File: src/rtl/psat_pkg.sv
// Shared definitions for the partitioned saturating adder.
// Assumes the data word is a whole number of bytes.
package psat_pkg;
    localparam int BYTE_W = 8;

    typedef enum logic [1:0] {
        LANE_B8  = 2'b00,
        LANE_B16 = 2'b01,
        LANE_B32 = 2'b10,
        LANE_B64 = 2'b11
    } lane_sz_e;

    // Number of bytes per lane for a given width select.
    function automatic int lane_bytes(input logic [1:0] sel);
        return 1 << sel;
    endfunction
endpackage

File: src/rtl/psat_carry_chain.sv
// Byte-sliced ripple adder with a breakable carry at each byte.
// Each slice takes the lane carry-in (sub_i) when it starts a lane,
// otherwise the carry out of the slice below. Operand B is inverted
// for subtraction. Assumes BW >= 2.
module psat_carry_chain #(
    parameter int NBYTES = 8,
    parameter int BW     = 8,
    localparam int DW    = NBYTES * BW
) (
    input  logic [DW-1:0]     a_i,
    input  logic [DW-1:0]     b_i,
    input  logic              sub_i,
    input  logic [NBYTES-1:0] lane_start_i,
    output logic [DW-1:0]     sum_o,
    output logic [NBYTES-1:0] cout_o,
    output logic [NBYTES-1:0] cmsb_o
);
    logic [NBYTES-1:0] cin;

    for (genvar i = 0; i < NBYTES; i++) begin : g_slice
        logic [BW-1:0] as, bx, low;

        // Pick the carry-in: lane start or ripple from below.
        if (i == 0) begin : g_first
            assign cin[i] = sub_i;
        end else begin : g_rest
            assign cin[i] = lane_start_i[i] ? sub_i : cout_o[i-1];
        end

        assign as  = a_i[i*BW +: BW];
        assign bx  = b_i[i*BW +: BW] ^ {BW{sub_i}};
        // Low bits sum; its top bit is the carry into the slice MSB.
        assign low = {1'b0, as[BW-2:0]} + {1'b0, bx[BW-2:0]} + {{(BW-1){1'b0}}, cin[i]};
        assign cmsb_o[i] = low[BW-1];
        assign sum_o[i*BW +: BW] = {as[BW-1] ^ bx[BW-1] ^ low[BW-1], low[BW-2:0]};
        assign cout_o[i] = (as[BW-1] & bx[BW-1]) | (low[BW-1] & (as[BW-1] ^ bx[BW-1]));
    end
endmodule

File: src/rtl/psat_clamp.sv
// Per-byte output select: wrapped sum or the saturation limit.
// Assumes ovf_i and neg_i come from the top byte of this byte's lane.
module psat_clamp #(
    parameter int BW = 8
) (
    input  logic [BW-1:0] wrap_i,
    input  logic          is_top_i,
    input  logic          ovf_i,
    input  logic          neg_i,
    input  logic          signed_i,
    input  logic          sub_i,
    input  logic          sat_i,
    output logic [BW-1:0] out_o
);
    // Choose the limit byte, or pass the wrapped byte through.
    always_comb begin
        out_o = wrap_i;
        if (sat_i && ovf_i) begin
            if (signed_i) begin
                out_o = is_top_i ? {neg_i, {(BW-1){~neg_i}}} : {BW{~neg_i}};
            end else begin
                out_o = sub_i ? {BW{1'b0}} : {BW{1'b1}};
            end
        end
    end
endmodule

File: src/rtl/psat_simd_adder.sv
// Partitioned 64-bit add/subtract with per-lane overflow and optional
// saturation. Lanes of 8/16/32/64 bits. REG_OUT adds one output
// register with synchronous active-low reset. Assumes inputs are
// stable around the clock edge when REG_OUT is set.
module psat_simd_adder
    import psat_pkg::*;
#(
    parameter int NBYTES  = 8,
    parameter bit REG_OUT = 1'b1,
    localparam int BW     = BYTE_W,
    localparam int DW     = NBYTES * BW
) (
    input  logic              clk,
    input  logic              rst_n,
    input  logic [DW-1:0]     a_i,
    input  logic [DW-1:0]     b_i,
    input  logic [1:0]        lane_sel_i,
    input  logic              sub_i,
    input  logic              signed_i,
    input  logic              sat_i,
    output logic [DW-1:0]     sum_o,
    output logic [NBYTES-1:0] ovf_o
);
    logic [NBYTES-1:0] lane_start, lane_top, cout, cmsb, ovf_at, ovf_c, neg_c;
    logic [DW-1:0]     wrap_sum, res_c;

    // Mark lane starts and tops, and route each lane's top-byte info to all its bytes.
    always_comb begin
        int nb;
        int ti;
        nb = lane_bytes(lane_sel_i);
        for (int i = 0; i < NBYTES; i++) begin
            lane_start[i] = ((i & (nb - 1)) == 0);
            lane_top[i]   = ((i & (nb - 1)) == nb - 1);
            ti            = i | (nb - 1);
            if (ti > NBYTES - 1) ti = NBYTES - 1;
            ovf_c[i]      = ovf_at[ti];
            neg_c[i]      = a_i[ti*BW + BW - 1];
        end
    end

    psat_carry_chain #(.NBYTES(NBYTES), .BW(BW)) u_chain (
        .a_i          (a_i),
        .b_i          (b_i),
        .sub_i        (sub_i),
        .lane_start_i (lane_start),
        .sum_o        (wrap_sum),
        .cout_o       (cout),
        .cmsb_o       (cmsb)
    );

    // Overflow rule per byte, meaningful at lane tops only.
    always_comb begin
        for (int j = 0; j < NBYTES; j++) begin
            ovf_at[j] = signed_i ? (cmsb[j] ^ cout[j]) : (cout[j] ^ sub_i);
        end
    end

    for (genvar i = 0; i < NBYTES; i++) begin : g_clamp
        psat_clamp #(.BW(BW)) u_clamp (
            .wrap_i   (wrap_sum[i*BW +: BW]),
            .is_top_i (lane_top[i]),
            .ovf_i    (ovf_c[i]),
            .neg_i    (neg_c[i]),
            .signed_i (signed_i),
            .sub_i    (sub_i),
            .sat_i    (sat_i),
            .out_o    (res_c[i*BW +: BW])
        );
    end

    if (REG_OUT) begin : g_reg
        // Capture the lane results, clearing on reset.
        always_ff @(posedge clk) begin
            if (!rst_n) begin
                sum_o <= '0;
                ovf_o <= '0;
            end else begin
                sum_o <= res_c;
                ovf_o <= ovf_c;
            end
        end


        reg_latency_chk: assert property (@(posedge clk) disable iff (!rst_n)
            $past(rst_n) |-> (sum_o == $past(res_c) && ovf_o == $past(ovf_c)));
    end else begin : g_comb
        assign sum_o = res_c;
        assign ovf_o = ovf_c;
    end


    wide_flag_chk: assert property (@(posedge clk) disable iff (!rst_n)
        (lane_sel_i == LANE_B64) |-> (ovf_c == '0 || ovf_c == '1));


    usat_hi_chk: assert property (@(posedge clk) disable iff (!rst_n)
        (sat_i && !signed_i && !sub_i && ovf_c[0]) |-> (res_c[BW-1:0] == {BW{1'b1}}));


    usat_lo_chk: assert property (@(posedge clk) disable iff (!rst_n)
        (sat_i && !signed_i && sub_i && ovf_c[0]) |-> (res_c[BW-1:0] == '0));


    ssat_top_chk: assert property (@(posedge clk) disable iff (!rst_n)
        (sat_i && signed_i && ovf_c[NBYTES-1]) |->
        (res_c[DW-1 -: BW] == {1'b0, {(BW-1){1'b1}}} || res_c[DW-1 -: BW] == {1'b1, {(BW-1){1'b0}}}));


    wrap_pass_chk: assert property (@(posedge clk) disable iff (!rst_n)
        !sat_i |-> (res_c == wrap_sum));
endmodule

File: config.mk
export PLATFORM = sky130hd
export DESIGN_NAME = psat_simd_adder
export DESIGN_NICKNAME = d
export VERILOG_FILES = /design/src/rtl/psat_pkg.sv /design/src/rtl/psat_carry_chain.sv /design/src/rtl/psat_clamp.sv /design/src/rtl/psat_simd_adder.sv
export SDC_FILE = /design/constraint.sdc
export NUM_CORES = 1
export LEC_CHECK = 0
export BUFFER_PORTS_ARGS = -buffer_cell sky130_fd_sc_hd__buf_2
export CORE_UTILIZATION = 33
export CTS_BUF_LIST = sky130_fd_sc_hd__clkbuf_8
export CTS_CLUSTER_DIAMETER = 30
export DETAILED_ROUTE_END_ITERATION = 8
export PLACE_DENSITY_LB_ADDON = 0.1
export REMOVE_ABC_BUFFERS = 1
export SLEW_MARGIN = 30
export SYNTH_ARGS = -nofsm -noshare
export SYNTH_HDL_FRONTEND = slang
export SYNTH_SLANG_ARGS = --single-unit
export TNS_END_PERCENT = 5
File: constraint.sdc
create_clock -name clk -period 40.3 [get_ports clk]
set_input_delay 6.045 -clock clk [delete_from_list [all_inputs] [get_ports clk]]
set_output_delay 6.045 -clock clk [all_outputs]
set_load 0.01 [all_outputs]
==> flow_summary_export.csv, run 1 <==
group,metric,value,unit
run_status,status,"finished clean",
worst_setup_path,cp.arrival,21.75,ns
logic_synthesis,synth_warnings,0,
finish,seqCellArea,1440,sq um
sta,whs,5.98,ns
logic_synthesis,synthCells,729,
logic_synthesis,synthMostInstantiatedCell,"dfxtp_1",
clock_tree,htree_levels,3,
drt,drt_iter0_drc,244,
finish,final_nets,1131,
global_route,grt_remaining_overflow,0,
finish,areaGrowthSynthToFinish,23.7,%
logic_synthesis,synthAdderAreaFrac,0.172,
clock_tree,post_cts_buffers,0,
finish,fin_area,7790,sq um
logic_synthesis,synthMuxAreaShare,0.0268,
global_route,antenna_found_initial,1,
drt,detail-route-antenna-nets,0,
worst_setup_path,worst_path_max_delay_cell,"fa_1",
placed_design,place_area,7540,sq um
clock_tree,numCtsBuffers,9,
logic_synthesis,netlist_top_cells_count,"dfxtp_1, xor2_1, a21oi_1",
worst_setup_path,path_class,"in -> reg",
drt,wl_per_cell,16.1,um
floorplanning,coreArea,18700,sq um
worst_setup_path,cp-start-kind,"input port",
global_route,grt_max_degree,36,
global_route,grtUsageTotal,0.195,
clock_tree,cts_tree,"done",
clock_tree,clock_sinks,72,
clock_tree,path_clk_slew,0.07,ns
worst_setup_path,crit_fanout,12,
logic_synthesis,yosysTopAreaCellShare,0.229,
worst_setup_path,cp.required,40.53,ns
finish,multi_input_area,4580,sq um
sta,tightest_slew,0.698,ns
floorplanning,die_w,140,um
global_route,grt_pass1_wl,29600,um
sta,fin_crit_sh,0.534,
placed_design,routabilityCongestion,0.799,
floorplanning,pin_count,207,
power_and_ir_drop,p_int,193,uW
finish,drive_gt1_frac,0.279,
power_and_ir_drop,power_frac_clock,0.245,
worst_setup_path,cp.buffers_inverters,2,
floorplanning,start_util,0.337,
sta,fin_crit,21.52,ns
logic_synthesis,ys.flop_type,"dfxtp_1",
drt,vias_per_cell,4.95,
global_route,grt_pass1_vias,5666,
sta,relSlewSlack,0.530,
logic_synthesis,synth_seq_cells,72,
worst_setup_path,critPathTopFamily,"adder cells",
logic_synthesis,ys_seq_area_frac,0.229,
logic_synthesis,ys_types,74,
drt,via_count,5755,
worst_setup_path,end_kind,"flop",
drt,firstDrtPassIters,5,
power_and_ir_drop,power.switching,115,uW
sta,setup-tns-final,0,ns
sta,timing.fmax,0.0465,GHz
logic_synthesis,avgSynthCellArea,8.65,sq um
sta,setup_viol,0,
sta,slew_viol_final,0,
drt,drt_wl_total,18700,um
sta,grt_setup_unrepaired,"no",
power_and_ir_drop,ir_worst_vdd,0.0191,mV
logic_synthesis,synth_top_family_by_area,"compound AO/OA/AOI/OAI gates",
clock_tree,cts_buffer_depth,2,
drt,drc_errors,0,
power_and_ir_drop,power_switching_share,0.374,
logic_synthesis,async_flop_share,0,
hold_path,min_path_type,"in -> reg",
clock_tree,root_buffer,"clkbuf_8",
logic_synthesis,synthXorXnorAreaFrac,0.150,
finish,fillerInstances,1924,
logic_synthesis,synth_largest_area_cell,"dfxtp_1",
logic_synthesis,synth_area,6300,sq um
placed_design,dp_cells,1146,
finish,stdcell_count,1162,
logic_synthesis,yosys.area_share.simple,0.149,
power_and_ir_drop,sequentialPowerShare,0.298,
clock_tree,cts_resized,0,
placed_design,io_buffer_count,206,
worst_setup_path,crit_top_cell,"fa_1",
floorplanning,rows,50,
worst_setup_path,slowest_delay,0.53,ns
logic_synthesis,synth-compound-area-share,0.228,
floorplanning,dieArea,19700,sq um
floorplanning,die_h,140,um
logic_synthesis,netlist_top_cells_area,"dfxtp_1, ha_1, xor2_1, fa_1, xnor2_1",
power_and_ir_drop,power_density,39.6,nW/um^2
finish,antenna_cells,0,
placed_design,dp_hpwl,14900,um
power_and_ir_drop,p_comb_frac,0.457,
sta,finalHoldViolations,0,
clock_tree,cts_hold_repair.buffers,0,
logic_synthesis,synth-edff-count,0,
power_and_ir_drop,leakagePower,0.00378,uW
run,maxCapViolations,0,
## placed cells by master, fill, tap and decap left out, types with 12 or more instances in the layout
cell type  count
a21o_1        17
nor2_1        35
nand2_1       44
o21ai_1       15
nand2b_1      30
o21ai_0       54
fa_1          23
xor2_1        69
nor2b_1       13
inv_1         39
dfxtp_1       72
a21oi_1       61
mux2i_1       12
ha_1          50
xnor2_1       39
buf_2        205
## worst min-delay path, stage by stage
cell	delay (ns)
buf_2	0.10
xnor2_1	0.11
o21ai_1	0.05
## routing by layer
layer  wire length (um)  vias up  track usage
met5                 11        -            0
met4                253        2       0.0613
met3                903       18       0.0304
met2               8550      168        0.319
met1               9010     2627        0.262
li1                   -     2940            -
## registers in the layout, summed over array words and instances, names as in the netlist
signal  count
sum_o      64
ovf_o       8
## stage by stage
stage | worst slack, ns | power, uW | util
floorplan | 20.43 | 186 | -
global placement | 18.80 | 236 | 0.403
detailed placement | 18.33 | 235 | 0.403
CTS | 18.67 | 312 | 0.417
global route | 17.51 | 331 | 0.417
finish | 18.78 | 308 | 0.417
## logic make-up (layout without fill, tap and decap cells)
logic type | after synthesis | in the layout
flops | 72 | 72
simple gates | 174 | 174
buf+inv | 69 | 268
xor+xnor | 108 | 108
fa+ha+maj | 73 | 73
mux | 15 | 15
compound gates | 218 | 218
## final cells by class
class,count,area share
multi-input cells,588,0.587
clock buffers,11,0.0194
flip-flops and latches,72,0.185
inverters,41,0.0201
repair buffers,211,0.137
well taps,234,0.0376
clock inverters,5,0.0132
## power by group through the flow
stage / combinational (uW) / sequential (uW) / clock [uW]
after floorplan: 85.2 / 101 / 0
after global placement: 142 / 94.1 / 0
after detailed placement: 142 / 93.4 / 0
after CTS: 142 / 92.1 / 77.5
after global routing: 158 / 93.4 / 80.2
final: 141 / 91.9 / 75.7
## worst paths after layout
kind	from	endpoint	slack, ns	depth (start not counted)
hold / removal	a_i[0]	sum_o[0]	5.98	3
setup / recovery	sub_i	sum_o[5]	18.78	69
Note: power is estimated with default switching activity, not from simulation.
==> inputs of run 2 (changes only) <==
clock period = 19 ns   (was 40.3 ns; I/O delays follow)
==> run 2 against run 1 <==
  * Critical path type unchanged
  * Sequential share of layout area up 0.13 points
  * Flip-flop and latch count unchanged
  * Total power up 99%
==> flow_summary_export.csv, run 2 (synthesis gave the netlist of run 1 again) <==
group,metric,value,unit
hold_path,min_path_type,"in -> reg",
power_and_ir_drop,p_int,376,uW
power_and_ir_drop,p_total,615,uW
worst_setup_path,path_class,"in -> reg",
clock_tree,cts_buffer_depth,2,
global_route,grt_max_degree,38,
worst_setup_path,end_kind,"flop",
power_and_ir_drop,power_frac_clock,0.195,
sta,fin_crit,17.86,ns
clock_tree,root_buffer,"clkbuf_8",
worst_setup_path,worst_path_max_delay_cell,"fa_1",
sta,tightest_slew,0.731,ns
global_route,grt_remaining_overflow,0,
power_and_ir_drop,sequentialPowerShare,0.316,
floorplanning,coreArea,18700,sq um
drt,drt_wl_total,18700,um
power_and_ir_drop,leakagePower,0.00376,uW
clock_tree,htree_levels,3,
worst_setup_path,cp.required,19.21,ns
finish,final_nets,1132,
hold_path,holdPathStages,3,
floorplanning,die_w,140,um
finish,fillerInstances,1948,
run,maxCapViolations,0,
drt,wl_per_cell,16.1,um
clock_tree,clock_sinks,72,
worst_setup_path,critPathLaunch,"sub_i",
drt,drc_errors,0,
finish,largest_reg_flops,64,
floorplanning,pin_count,207,
clock_tree,path_clk_slew,0.07,ns
finish,mostFrequentLayoutCell,"buf_2",
worst_setup_path,crit_top_cell,"fa_1",
floorplanning,dieArea,19700,sq um
worst_setup_path,crit_fanout,22,
global_route,grtUsageTotal,0.194,
power_and_ir_drop,power.switching,239,uW
power_and_ir_drop,ir_worst_vdd,0.0381,mV
placed_design,io_buffer_count,206,
sta,relSlewSlack,0.507,
sta,finalHoldViolations,0,
worst_setup_path,slowest_delay,0.48,ns
worst_setup_path,cp-start-kind,"input port",
finish,top_regs,"sum_o x64, ovf_o x8",
sta,grt_setup_unrepaired,"no",
floorplanning,rows,50,
placed_design,routabilityCongestion,0.805,
worst_setup_path,cp.arrival,18.07,ns
drt,via_count,5709,
placed_design,dp_hpwl,14800,um
clock_tree,post_cts_buffers,0,
run_status,status,"finished clean",
finish,drive_gt1_frac,0.280,
drt,vias_per_cell,4.91,
finish,largest-register,"sum_o",
sta,timing.fmax,0.0560,GHz
floorplanning,start_util,0.337,
global_route,antenna_found_initial,1,
drt,drt_iter0_drc,217,
sta,slew_viol_final,0,
power_and_ir_drop,power_switching_share,0.389,
sta,setup_viol,0,
clock_tree,cts_hold_repair.buffers,0,
power_and_ir_drop,p_comb_frac,0.489,
global_route,grt_pass1_wl,29900,um
drt,firstDrtPassIters,4,
clock_tree,numCtsBuffers,9,
clock_tree,cts_tree,"done",
sta,fin_crit_sh,0.940,
global_route,grt_pass1_vias,5763,
drt,detail-route-antenna-nets,0,
floorplanning,die_h,140,um
sta,setup-tns-final,0,ns
finish,mostFrequentLayoutCells,"buf_2, dfxtp_1, xor2_1",
finish,areaGrowthSynthToFinish,22.8,%
power_and_ir_drop,power_density,79.5,nW/um^2
worst_setup_path,worstSetupEndpoint,"sum_o[3]",
run 2: what timing repair did:
item | CTS | global route
gates resized for setup | 0 | 3
endpoints found under the hold margin | 0 | 0
endpoints found under the setup margin | 0 | 40
run 2: through the flow:
stage                     setup slack (ns)  instances  area [sq um]   util  hold slack (ns)
after floorplan                       2.32        701          6180      -             2.97
after global placement               0.831       1147          7550  0.403             3.16
after detailed placement             0.452       1147          7550  0.403             3.16
after CTS                            0.782       1160          7730  0.413             2.78
after global routing               0.00830       1161          7740  0.414             2.82
final                                 1.14       1162          7740  0.414             2.80
run 2: area by class of cell:
cell class	count	area, sq um	share of cell area
multi-input combinational	588	4580	0.592
sequential	72	1440	0.186
timing repair buffer	212	1080	0.140
tap	234	293	0.0378
clock buffer	13	179	0.0231
inverter	41	156	0.0202
antenna	2	5.00	0.000647
run 2: worst max-delay path, delay by kind of cell:
family / cells / cell delay, ns
compound gates: 30 / 5.11
xor+xnor: 1 / 0.14
fa+ha+maj: 16 / 6.64
buf+inv: 2 / 0.30
mux: 1 / 0.07
simple gates: 19 / 2.90
run 2: power by group through the flow:
stage | sequential [uW] | clock (uW) | combinational, uW
floorplan | 214 | 0 | 181
global placement | 199 | 0 | 302
detailed placement | 198 | 0 | 301
CTS | 195 | 126 | 303
global route | 197 | 130 | 336
finish | 195 | 120 | 301
run 2: how the worst min path moves through the flow:
stage                 to  startpoint  slack (ns)
5_1_grt         sum_o[0]      a_i[0]        2.82
3_5_place_dp    sum_o[0]      a_i[0]        3.16
4_1_cts         sum_o[0]      a_i[0]        2.78
2_1_floorplan  sum_o[39]       rst_n        2.97
3_3_place_gp    sum_o[0]      a_i[0]        3.16
6_report        sum_o[0]      a_i[0]        2.80
run 2: metal layers:
metal	GRT usage	share of wire	wire, um	vias to the layer above
met3	0.0270	0.051	957	13
met5	0	0	0	-
li1	-	-	-	2937
met4	0.0630	0.013	248	0
met1	0.267	0.48	9030	2594
met2	0.312	0.45	8480	165
